<file path="src/rtl/adc_dma_pkg.sv">
package adc_dma_pkg;

   typedef enum logic [1:0] {
      XS_IDLE = 2'd0,
      XS_WAIT = 2'd1,
      XS_HI   = 2'd2,
      XS_LO   = 2'd3
   } xfer_state_t;

endpackage

</file>
<file path="src/rtl/adc_dma_xfer_fsm.sv">
module adc_dma_xfer_fsm
   import adc_dma_pkg::*;
(
   input  logic        clk,
   input  logic        rst_n,
   input  logic        adc_ready,
   input  logic        bus_ack,
   output logic        capture,
   output logic        second,
   output logic        done,
   output logic        bus_req,
   output logic        wr_en
);

   xfer_state_t state_q, state_d;

   always_comb begin
      state_d = state_q;
      unique case (state_q)
         XS_IDLE: if (adc_ready) state_d = XS_WAIT;
         XS_WAIT: if (bus_ack)   state_d = XS_HI;
         XS_HI:                  state_d = XS_LO;
         XS_LO:                  state_d = XS_IDLE;
         default:                state_d = XS_IDLE;
      endcase
   end

   always_ff @(posedge clk or negedge rst_n) begin
      if (!rst_n) state_q <= XS_IDLE;
      else        state_q <= state_d;
   end

   assign capture = (state_q == XS_IDLE) && adc_ready;
   assign second  = (state_q == XS_LO);
   assign done    = (state_q == XS_LO);
   assign bus_req = (state_q != XS_IDLE);
   assign wr_en   = (state_q == XS_HI) || (state_q == XS_LO);

endmodule

</file>
<file path="src/rtl/adc_dma_chan_seq.sv">
module adc_dma_chan_seq #(
   parameter int CH_W = 4
) (
   input  logic            clk,
   input  logic            rst_n,
   input  logic            done,
   input  logic [CH_W-1:0] cfg_last_ch,
   input  logic            cfg_irq_en,
   output logic [CH_W-1:0] ch,
   output logic            start,
   output logic            irq
);

   logic wrap;
   assign wrap = (ch >= cfg_last_ch);

   always_ff @(posedge clk or negedge rst_n) begin
      if (!rst_n) begin
         ch    <= '0;
         start <= 1'b0;
         irq   <= 1'b0;
      end else if (done) begin
         ch    <= wrap ? '0 : ch + 1'b1;
         start <= 1'b1;
         irq   <= wrap & cfg_irq_en;
      end else begin
         start <= 1'b0;
         irq   <= 1'b0;
      end
   end

endmodule

</file>
<file path="src/rtl/adc_dma_wr_path.sv">
module adc_dma_wr_path #(
   parameter int ADDR_W   = 12,
   parameter int BYTE_W   = 8,
   parameter int CH_W     = 4,
   parameter bit HI_FIRST = 1'b1
) (
   input  logic                clk,
   input  logic                rst_n,
   input  logic                capture,
   input  logic [2*BYTE_W-1:0] adc_data,
   input  logic                second,
   input  logic [ADDR_W-1:0]   cfg_base,
   input  logic [CH_W-1:0]     ch,
   output logic [ADDR_W-1:0]   wr_addr,
   output logic [BYTE_W-1:0]   wr_data
);

   localparam int RES_W = 2 * BYTE_W;
   localparam int PAD_W = ADDR_W - CH_W - 1;

   logic [RES_W-1:0]  result_q;
   logic [BYTE_W-1:0] hi_byte, lo_byte;
   logic [ADDR_W-1:0] pair_addr;

   always_ff @(posedge clk or negedge rst_n) begin
      if (!rst_n)       result_q <= '0;
      else if (capture) result_q <= adc_data;
   end

   assign hi_byte   = result_q[RES_W-1:BYTE_W];
   assign lo_byte   = result_q[BYTE_W-1:0];
   assign pair_addr = cfg_base + {{PAD_W{1'b0}}, ch, 1'b0};
   assign wr_addr   = pair_addr + {{(ADDR_W-1){1'b0}}, second};

   generate
      if (HI_FIRST) begin : g_hi_first
         assign wr_data = second ? lo_byte : hi_byte;
      end else begin : g_lo_first
         assign wr_data = second ? hi_byte : lo_byte;
      end
   endgenerate

endmodule

</file>
<file path="src/rtl/adc_scan_dma.sv">
module adc_scan_dma #(
   parameter int ADDR_W   = 12,
   parameter int BYTE_W   = 8,
   parameter int CH_W     = 4,
   parameter bit HI_FIRST = 1'b1
) (
   input  logic                clk,
   input  logic                rst_n,
   input  logic [ADDR_W-1:0]   cfg_base,
   input  logic [CH_W-1:0]     cfg_last_ch,
   input  logic                cfg_irq_en,
   input  logic                adc_ready,
   input  logic [2*BYTE_W-1:0] adc_data,
   output logic [CH_W-1:0]     adc_ch,
   output logic                adc_start,
   output logic                bus_req,
   input  logic                bus_ack,
   output logic                wr_en,
   output logic [ADDR_W-1:0]   wr_addr,
   output logic [BYTE_W-1:0]   wr_data,
   output logic                irq
);

   generate
      if (CH_W < 1) begin : g_bad_ch
         $error("adc_scan_dma: CH_W must be at least 1");
      end
      if (ADDR_W < CH_W + 2) begin : g_bad_addr
         $error("adc_scan_dma: ADDR_W too small for the channel offset");
      end
      if (BYTE_W < 1) begin : g_bad_byte
         $error("adc_scan_dma: BYTE_W must be at least 1");
      end
   endgenerate

   logic capture, second, done;

   adc_dma_xfer_fsm u_fsm (
      .clk       (clk),
      .rst_n     (rst_n),
      .adc_ready (adc_ready),
      .bus_ack   (bus_ack),
      .capture   (capture),
      .second    (second),
      .done      (done),
      .bus_req   (bus_req),
      .wr_en     (wr_en)
   );

   adc_dma_chan_seq #(.CH_W(CH_W)) u_chan (
      .clk         (clk),
      .rst_n       (rst_n),
      .done        (done),
      .cfg_last_ch (cfg_last_ch),
      .cfg_irq_en  (cfg_irq_en),
      .ch          (adc_ch),
      .start       (adc_start),
      .irq         (irq)
   );

   adc_dma_wr_path #(
      .ADDR_W   (ADDR_W),
      .BYTE_W   (BYTE_W),
      .CH_W     (CH_W),
      .HI_FIRST (HI_FIRST)
   ) u_wr (
      .clk      (clk),
      .rst_n    (rst_n),
      .capture  (capture),
      .adc_data (adc_data),
      .second   (second),
      .cfg_base (cfg_base),
      .ch       (adc_ch),
      .wr_addr  (wr_addr),
      .wr_data  (wr_data)
   );

endmodule

</file>
<file path="config.mk">
export PLATFORM = sky130hd
export DESIGN_NAME = adc_scan_dma
export DESIGN_NICKNAME = d
export VERILOG_FILES = /design/src/rtl/adc_dma_pkg.sv /design/src/rtl/adc_dma_xfer_fsm.sv /design/src/rtl/adc_dma_chan_seq.sv /design/src/rtl/adc_dma_wr_path.sv /design/src/rtl/adc_scan_dma.sv
export SDC_FILE = /design/constraint.sdc
export NUM_CORES = 1
export LEC_CHECK = 0
export BUFFER_PORTS_ARGS = -buffer_cell sky130_fd_sc_hd__buf_4
export CORE_AREA = 2 2 64 66
export DETAILED_ROUTE_END_ITERATION = 7
export DIE_AREA = 0 0 66 68
export HOLD_SLACK_MARGIN = 0.03
export PLACE_DENSITY = 0.8
export SKIP_CTS_REPAIR_TIMING = 1
export SYNTH_ARGS = -nofsm -noshare
export SYNTH_HDL_FRONTEND = slang
export SYNTH_SLANG_ARGS = --single-unit
</file>
<file path="constraint.sdc">
create_clock -name clk -period 2.3 [get_ports clk]
set_input_delay 0.46 -clock clk [delete_from_list [all_inputs] [get_ports clk]]
set_output_delay 0.46 -clock clk [all_outputs]
set_load 0.03 [all_outputs]
</file>
==> flow_summary_export.csv, run 1 <==
group,metric,value,unit
place,dpl_cell_area,2220,µm²
drt,wl_per_cell,13.6,µm
die,die-height,68,µm
sta,fmax,383,MHz
drt,ant_nets,0,
synthesis,ys_ff_latch,24,
cts,cts_tree,"done",
synthesis,avgSynthCellArea,11.7,µm²
sta,fin_crit_sh,1.14,
synthesis,yosysMostFrequentCell,"dfrtp_1",
die,start_util,0.408,
critical_path,worstPathMaxFanout,4,
critical_path,worstPathArrival,2.15,ns
die,rows,23,
pwr,seqPwrFrac,0.219,
pwr,p_switching,1.48,mW
critical_path,cp-startpoint,"u_fsm.state_q[0]",
place,io_buffers,64,
synthesis,synth_area_leader_cell,"dfrtp_1",
critical_path,cpPeakStageDelay,0.40,ns
synthesis,netlist_instances,135,
drt,drc,0,
finish,drive_above_1_share,0.638,
finish,nNetsFinal,264,
drt,drtIter0Drc,21,
die,die_area,4490,µm²
cts,clk_latency,0.27,ns
critical_path,critical_path_class,"register to primary output",
global_routing,grt_pass1_wl,5480,µm
cts,clock-root-buffer,"clkbuf_8",
critical_path,r2r_start,"u_fsm.state_q[0]",
synthesis,synth_top_area_share,0.382,
cts,htreeDepth,1,
synthesis,ys.flop_type,"dfrtp_1",
sta,setup_viol,7,
die,pin_count,65,
drt,via_per_inst,4.91,
global_routing,antenna_found_initial,0,
pwr,switching_share,0.428,
synthesis,synth-async-reset-ratio,1.00,
sta,period_minus_slack,2.61,ns
finish,areaGrowthSynthToFinish,52.5,%
global_routing,first_global_vias,1230,
sta,tns,-1.18,ns
pwr,peakVddDrop,0.717,mV
pwr,clkPwrFrac,0.107,
synthesis,yosys_warnings,0,
synthesis,netlist_top_cells_count,"dfrtp_1 (24), ha_1 (15), mux2_2 (15)",
synthesis,mappedNetlistNets,188,
synthesis,synth_area_leaders,"dfrtp_1 (38%), ha_1 (12%), mux2_2 (11%), mux2_4 (9.5%), xnor2_1 (3.3%)",
cts,cts_sinks,24,
sta,maxSlewHeadroom,0.677,
critical_path,timing.critical_path.mode_cell,"ha_4",
pwr,p_leak,1.19,nW
sta,finalHoldViolations,0,
global_routing,grt_use_total,0.158,
critical_path,cp_cell_sequence,"ha_4 -> ha_4 -> inv_2 -> fa_2 -> nand2b_4 -> a21oi_4 -> o2111ai_2 -> xnor2_2 -> buf_6",
cts,clk_pin_slew_worst_paths,0.09,ns
sta,rsz0062_at_grt,"yes",
synthesis,synth_edf_count,0,
critical_path,crit_family,"adder cells",
synthesis,ys_seq_area_frac,0.382,
pwr,intPower,1.98,mW
pwr,power_density,1440,nW/µm²
place,dp_hpwl,2680,µm
finish,final_cell_area,2400,µm²
sta,worst_slew_pin_slew,0.482,ns
critical_path,cp_slowest_cell,"dfrtp_1",
global_routing,grt_max_degree,25,
global_routing,grt_overflow,0,
drt,dr_total_vias,1277,
sta,fin_skew,0.00820,ns
sta,drv_slew,0,
place,gp_congestion,0.720,
drt,drt_pre_antenna_iters,4,
critical_path,crit_buf_inv,2,
synthesis,ys_types,38,
critical_path,crit_path_end_kind,"primary output",
die,core,3860,µm²
cts,clk_path_buf_depth,2,
die,die_w,66,µm
critical_path,start_kind,"register",
finish,antennaDiodeCount,0,
flow_run,cap_viol_max_count,0,
min_path,hp-class,"input pin to asynchronous set/reset pin",
run_status,outcome,"finished with violations",
cts,numCtsBuffers,3,
run_status,violations,"negative setup slack",
pwr,pwr-share-comb,0.674,
pwr,power,3.46,mW
critical_path,crit_required,1.84,ns
sta,hold_slack,0.0678,ns
drt,routed_wl,3530,µm
sta,fin_ws,-0.313,ns
synthesis,syn-cell-area,1570,µm²
[power by group through the flow]
stage / Combinational, mW / Sequential (mW) / Clock, mW
finish: 2.33 / 0.760 / 0.370
global route: 2.50 / 0.782 / 0.396
CTS: 2.22 / 0.741 / 0.379
detailed placement: 2.22 / 0.743 / 0
global placement: 2.18 / 0.739 / 0
floorplan: 1.45 / 0.815 / 0
[cell usage in the layout (no fill, tap or decap), drive strengths merged]
master / n
o21a: 1
a211oi: 2
buf: 74
inv: 13
nor3b: 2
xnor2: 6
or2: 1
dfrtp: 24
nand3: 1
mux2: 25
clkbuf: 3
nor3: 2
nand3b: 1
a21oi: 6
o22ai: 3
nand2b: 2
nor2: 5
o2111ai: 1
xor2: 3
o211ai: 2
ha: 15
o21ai: 6
nand4: 1
nand2: 5
and3: 2
a21o: 2
bufinv: 1
fa: 1
[registers in the layout, indices dropped and copies added, names as in the netlist]
name / cells
u_chan.ch: 4
u_chan.irq: 1
u_chan.start: 1
u_fsm.state_q: 2
u_wr.result_q: 16
[worst paths after layout]
check                                    end  slack, ns  cells past startpoint
setup / recovery                 wr_addr[10]      -0.31                      9
hold / removal              u_wr.result_q[8]       0.07                      1
setup reg to reg            u_wr.result_q[9]       0.59                      5
hold reg to reg             u_wr.result_q[6]       0.51                      1
max in group asynchronous       u_chan.ch[3]       1.98                      1
min in group clk           u_wr.result_q[12]       0.41                      2
[cell families (layout without fill, tap and decap cells)]
logic type	after synthesis	after routing	synth area share
mux	25	25	0.203
flops	24	24	0.382
compound gates	23	23	0.106
simple gates	22	22	0.0819
fa+ha+maj	16	16	0.132
buf+inv	16	91	0.0461
xor+xnor	9	9	0.0501
[metal layers]
| layer | share of wire | vias up | track usage | wire [µm] |
|---|---|---|---|---|
| met5 | 0 | - | 0 | 0 |
| met4 | 0.012 | 0 | 0.0536 | 42 |
| met3 | 0.091 | 4 | 0.0329 | 321 |
| met2 | 0.47 | 64 | 0.273 | 1660 |
| met1 | 0.43 | 582 | 0.199 | 1510 |
| li1 | - | 627 | - | - |
[metrics by stage]
step           std cells  setup slack, ns   util
3_3_place_gp         255          -0.0553  0.576
3_5_place_dp         255           -0.119  0.576
4_1_cts              259           -0.416  0.595
5_1_grt              260           -0.392  0.623
6_report             260           -0.313  0.623
2_1_floorplan        135           -0.127      -
[area by class of cell]
class                   count  area (µm²)
clock buffers               3        41.3
clock inverters             1        30.0
fillers                   329        1460
inverters                  13        48.8
multi-input cells          95        1050
flip-flops and latches     24         602
well taps                  50        62.6
repair buffers             74         567
Power figures use the tool's default switching activity.
==> run 2: changes to the inputs <==
--- a/config.mk
+++ b/config.mk
@@ -6,7 +6,9 @@
 export NUM_CORES = 1
 export LEC_CHECK = 0
 export BUFFER_PORTS_ARGS = -buffer_cell sky130_fd_sc_hd__buf_4
+export CAP_MARGIN = 20
 export CORE_AREA = 2 2 64 66
+export CTS_CLUSTER_SIZE = 14
 export DETAILED_ROUTE_END_ITERATION = 7
 export DIE_AREA = 0 0 66 68
 export HOLD_SLACK_MARGIN = 0.03
==> constraint.sdc (replaced) <==
create_clock -name clk -period 2.4 [get_ports clk]
set_input_delay 0.48 -clock clk [delete_from_list [all_inputs] [get_ports clk]]
set_output_delay 0.48 -clock clk [all_outputs]
set_load 0.03 [all_outputs]
==> run 2 against run 1 <==
The flow still finishes with violations (negative setup slack); power down 5.1%; flip-flop and latch count is the same; clock skew is 0.0032 ns lower; register-to-register slack gained 0.04 ns; critical path type unchanged; critical endpoint unchanged; worst setup slack improved by 0.12 ns; first-iteration DRC count rose by 14%.
==> flow_summary_export.csv, run 2 (synthesized netlist as in run 1, its figures left out) <==
group,metric,value,unit
pwr,p_leak,1.20,nW
drt,routed_wl,3500,µm
drt,drt_pre_antenna_iters,3,
global_routing,grt_max_degree,25,
cts,cts_sinks,24,
critical_path,worstPathArrival,2.11,ns
finish,areaGrowthSynthToFinish,52.0,%
sta,fin_skew,0.00500,ns
finish,largest_register_ff_count,16,
die,pin_count,65,
finish,largestRegisters,"u_wr.result_q: 16 flops, u_chan.ch: 4 flops, u_fsm.state_q: 2 flops",
critical_path,rr_worst_depth,6,
place,placed_cells,254,
sta,finalHoldViolations,0,
finish,antennaDiodeCount,0,
place,io_buffers,64,
place,gp_congestion,0.709,
critical_path,worstPathMaxFanout,4,
flow_run,cap_viol_max_count,0,
cts,htreeDepth,1,
finish,top_register,"u_wr.result_q",
die,die_w,66,µm
sta,worst_slew_pin_slew,0.473,ns
cts,cts_tree,"done",
finish,fillCellCount,325,
finish,mostFrequentLayoutCell,"buf_4",
critical_path,start_kind,"register",
sta,maxSlewHeadroom,0.683,
critical_path,reg2reg_slack,0.63,ns
global_routing,grt_overflow,0,
critical_path,crit_path_end_kind,"primary output",
sta,hold_slack,0.0911,ns
cts,clock-root-buffer,"clkbuf_8",
critical_path,critical_path_class,"register to primary output",
global_routing,first_global_vias,1281,
run_status,violations,"negative setup slack",
critical_path,r2r_start,"u_fsm.state_q[0]",
global_routing,grt_pass1_wl,5480,µm
die,die-height,68,µm
finish,fin_util,0.620,
sta,fin_ws,-0.194,ns
min_path,hp-class,"input pin to asynchronous set/reset pin",
die,start_util,0.408,
critical_path,reg2reg_to,"u_wr.result_q[3]",
die,core,3860,µm²
die,die_area,4490,µm²
pwr,power,3.29,mW
pwr,power_density,1370,nW/µm²
finish,stdcell_count,263,
drt,wl_per_cell,13.3,µm
cts,numCtsBuffers,3,
cts,clk_pin_slew_worst_paths,0.08,ns
critical_path,crit_required,1.92,ns
drt,dr_total_vias,1302,
drt,drtIter0Drc,24,
cts,clk_path_buf_depth,2,
sta,fmax,385,MHz
finish,final_cell_area,2390,µm²
sta,period_minus_slack,2.59,ns
place,dp_hpwl,2730,µm
finish,drive_above_1_share,0.624,
drt,drc,0,
global_routing,antenna_found_initial,0,
sta,setup_viol,7,
finish,nNetsFinal,267,
sta,drv_slew,0,
finish,multiInputGateArea,1020,µm²
sta,fin_crit_sh,1.08,
cts,clk_latency,0.27,ns
global_routing,grt_use_total,0.160,
drt,ant_nets,0,
pwr,peakVddDrop,0.723,mV
drt,via_per_inst,4.95,
die,rows,23,
place,dpl_cell_area,2210,µm²
finish,ff_latch_area,601,µm²
run_status,outcome,"finished with violations",
finish,layout.cells.most_common_list,"buf_4 (73), dfrtp_1 (24), mux2_2 (15)",
sta,rsz0062_at_grt,"yes",
[run 2: final cells by class]
| class | instances | area share |
|---|---|---|
| inverter | 13 | 0.0204 |
| tap | 50 | 0.0262 |
| multi-input combinational | 95 | 0.425 |
| clock buffer | 3 | 0.0173 |
| clock inverter | 1 | 0.0126 |
| timing repair buffer | 77 | 0.248 |
| sequential | 24 | 0.251 |
[run 2: report_power, final]
part	total (mW)	switching (mW)	internal, mW
clock network	0.349	0.126	0.223
registers	0.722	0.120	0.602
logic	2.22	1.16	1.06
[run 2: worst max-delay path, cell delays in order, from the launching register on]
cell and delay (ns):
dfrtp_1 0.40, ha_4 0.16, ha_4 0.13, inv_2 0.03
fa_2 0.33, nand2b_4 0.16, a21oi_4 0.18, o2111ai_2 0.15
xnor2_2 0.17, buf_6 0.15
[run 2: how the worst max path moves through the flow]
| stage | from | end | slack (ns) | cells after the start |
|---|---|---|---|---|
| 3_3_place_gp | cfg_base[0] | wr_addr[10] | 0.004 | 9 |
| 4_1_cts | u_fsm.state_q[1] | wr_addr[10] | -0.32 | 9 |
| 5_1_grt | u_fsm.state_q[0] | wr_addr[10] | -0.27 | 9 |
| 6_report | u_fsm.state_q[0] | wr_addr[10] | -0.19 | 9 |
| 2_1_floorplan | u_fsm.state_q[1] | wr_addr[10] | -0.05 | 8 |
| 3_5_place_dp | cfg_base[0] | wr_addr[10] | -0.05 | 9 |
[run 2: per-layer routing]
metal | vias to the layer above | global-route usage | wire [µm]
li1 | 632 | - | -
met1 | 599 | 0.189 | 1410
met3 | 6 | 0.0280 | 341
met4 | 0 | 0.0791 | 68
met5 | - | 0 | 0
met2 | 65 | 0.283 | 1680
[run 2: through the flow]
step,TNS (ns),setup WS [ns]
finish,-0.686,-0.194
global route,-1.21,-0.266
CTS,-0.809,-0.319
detailed placement,-0.0486,-0.0486
global placement,0,0.00402
floorplan,-0.0475,-0.0475
==> run 3: changes to the inputs <==
--- a/config.mk
+++ b/config.mk
@@ -14,6 +14,7 @@
 export HOLD_SLACK_MARGIN = 0.03
 export PLACE_DENSITY = 0.8
 export SKIP_CTS_REPAIR_TIMING = 1
+export SKIP_LAST_GASP = 1
 export SYNTH_ARGS = -nofsm -noshare
 export SYNTH_HDL_FRONTEND = slang
 export SYNTH_SLANG_ARGS = --single-unit
==> run 3 against run 2 <==
The flow still finishes with violations (negative setup slack); sequential share of layout area grew 0.053 points; power shrank 0.56%; routed wire length shrank 1.3%; die area is the same; flip-flop and latch count is the same; final area shrank 0.21%; hold slack gained 0.00068 ns; maximum frequency is essentially flat; register-to-register slack is essentially flat; sequential power is essentially flat; clock skew is essentially flat; via count grew 0.15%; critical path type unchanged.
==> flow_summary_export.csv, run 3 (synthesized netlist as in run 1, its figures left out) <==
group,metric,value,unit
min_path,hp-class,"input pin to asynchronous set/reset pin",
sta,rsz0062_at_grt,"yes",
global_routing,grt_pass1_wl,5480,µm
finish,mostFrequentLayoutCell,"buf_4",
die,die_area,4490,µm²
cts,clock-root-buffer,"clkbuf_8",
pwr,clkPwrFrac,0.107,
drt,ant_nets,0,
critical_path,worstPathMaxFanout,4,
pwr,seqPwrFrac,0.221,
critical_path,worstPathArrival,2.11,ns
finish,ff_latch_area,601,µm²
finish,layout.cells.most_common_list,"buf_4 (73), dfrtp_1 (24), mux2_2 (15)",
drt,routed_wl,3450,µm
run_status,violations,"negative setup slack",
finish,fillCellCount,325,
global_routing,grt_overflow,0,
critical_path,crit_path_end_kind,"primary output",
pwr,p_leak,1.20,nW
cts,numCtsBuffers,3,
pwr,switching_share,0.426,
die,start_util,0.408,
finish,areaGrowthSynthToFinish,51.7,%
pwr,intPower,1.88,mW
sta,fin_skew,0.00500,ns
global_routing,grt_use_total,0.160,
critical_path,cp_slowest_cell,"dfrtp_1",
sta,tns,-0.664,ns
global_routing,grt_max_degree,25,
sta,period_minus_slack,2.59,ns
critical_path,timing.critical_path.mode_cell,"ha_4",
pwr,peakVddDrop,0.722,mV
place,io_buffers,64,
sta,setup_viol,7,
drt,drtIter0Drc,32,
drt,via_per_inst,4.96,
critical_path,crit_required,1.92,ns
critical_path,cpPeakStageDelay,0.40,ns
cts,clk_pin_slew_worst_paths,0.08,ns
cts,cts_sinks,24,
global_routing,first_global_vias,1281,
finish,nNetsFinal,267,
pwr,power_density,1370,nW/µm²
finish,antennaDiodeCount,0,
die,rows,23,
sta,fmax,386,MHz
die,die-height,68,µm
global_routing,antenna_found_initial,0,
finish,top_register,"u_wr.result_q",
cts,cts_tree,"done",
drt,drc,0,
place,place_ws,-0.0486,ns
critical_path,critical_path_class,"register to primary output",
die,core,3860,µm²
drt,wl_per_cell,13.1,µm
die,die_w,66,µm
finish,multiInputGateArea,1010,µm²
pwr,p_switching,1.39,mW
place,dp_hpwl,2730,µm
die,pin_count,65,
finish,drive_above_1_share,0.620,
sta,drv_slew,0,
cts,clk_latency,0.27,ns
critical_path,start_kind,"register",
sta,worst_slew_pin_slew,0.473,ns
cts,clk_path_buf_depth,2,
flow_run,cap_viol_max_count,0,
sta,fin_crit_sh,1.08,
sta,maxSlewHeadroom,0.683,
finish,largest_register_ff_count,16,
finish,largestRegisters,"u_wr.result_q: 16 flops, u_chan.ch: 4 flops, u_fsm.state_q: 2 flops",
drt,drt_pre_antenna_iters,4,
sta,fin_ws,-0.193,ns
critical_path,cp_cell_sequence,"ha_4 -> ha_4 -> inv_2 -> fa_2 -> nand2b_4 -> a21oi_4 -> o2111ai_2 -> xnor2_2 -> buf_6",
place,gp_congestion,0.709,
drt,dr_total_vias,1304,
run_status,outcome,"finished with violations",
cts,htreeDepth,1,
pwr,pwr-share-comb,0.673,
sta,finalHoldViolations,0,
finish,fin_util,0.619,
-- run 3: final cells by class --
class	instances	share of cell area
Timing Repair Buffer	77	0.248
Multi-Input combinational cell	95	0.423
Tap cell	50	0.0262
Inverter	13	0.0204
Sequential cell	24	0.252
Clock buffer	3	0.0173
Clock inverter	1	0.0126
-- run 3: final timing paths --
check                                  from           endpoint  slack (ns)  depth (start not counted)
max                        u_fsm.state_q[0]        wr_addr[10]       -0.19                          9
min                                   rst_n   u_wr.result_q[7]        0.09                          1
max reg2reg                u_fsm.state_q[0]   u_wr.result_q[3]        0.63                          6
min reg2reg                u_wr.result_q[7]   u_wr.result_q[7]        0.50                          1
max in group asynchronous             rst_n  u_wr.result_q[10]        2.08                          1
min in group clk                adc_data[7]   u_wr.result_q[7]        0.44                          2
-- run 3: through the flow --
step                      hold WS, ns  cells  cell area, µm²  total power [mW]
after detailed placement        0.393    254            2210              2.83
final                          0.0918    263            2390              3.27
after CTS                      0.0954    258            2290              3.19
after global routing            0.104    263            2390              3.49
after floorplan                 0.184    135            1640              2.17
after global placement          0.395    254            2210              2.79
-- run 3: power groups by stage --
| stage | clock, mW | sequential [mW] | combinational (mW) |
|---|---|---|---|
| 2_1_floorplan | 0 | 0.781 | 1.39 |
| 3_3_place_gp | 0 | 0.708 | 2.08 |
| 3_5_place_dp | 0 | 0.715 | 2.11 |
| 4_1_cts | 0.361 | 0.710 | 2.12 |
| 5_1_grt | 0.375 | 0.746 | 2.37 |
| 6_report | 0.349 | 0.721 | 2.20 |
-- run 3: routing by layer --
| layer | vias to the layer above | track usage | wire (µm) |
|---|---|---|---|
| met4 | 0 | 0.0791 | 68 |
| met5 | - | 0 | 0 |
| met3 | 6 | 0.0280 | 324 |
| met2 | 67 | 0.283 | 1610 |
| met1 | 597 | 0.189 | 1450 |
| li1 | 634 | - | - |
-- run 3: critical path, delay by kind of cell, from the launching register on --
| family | cells | cell delay, ns |
|---|---|---|
| adder cells (fa/ha/maj) | 3 | 0.62 |
| flip-flops | 1 | 0.40 |
| AO/OA/AOI/OAI | 2 | 0.33 |
| buffers and inverters | 2 | 0.18 |
| XOR/XNOR | 1 | 0.17 |
| AND/OR/NAND/NOR | 1 | 0.16 |
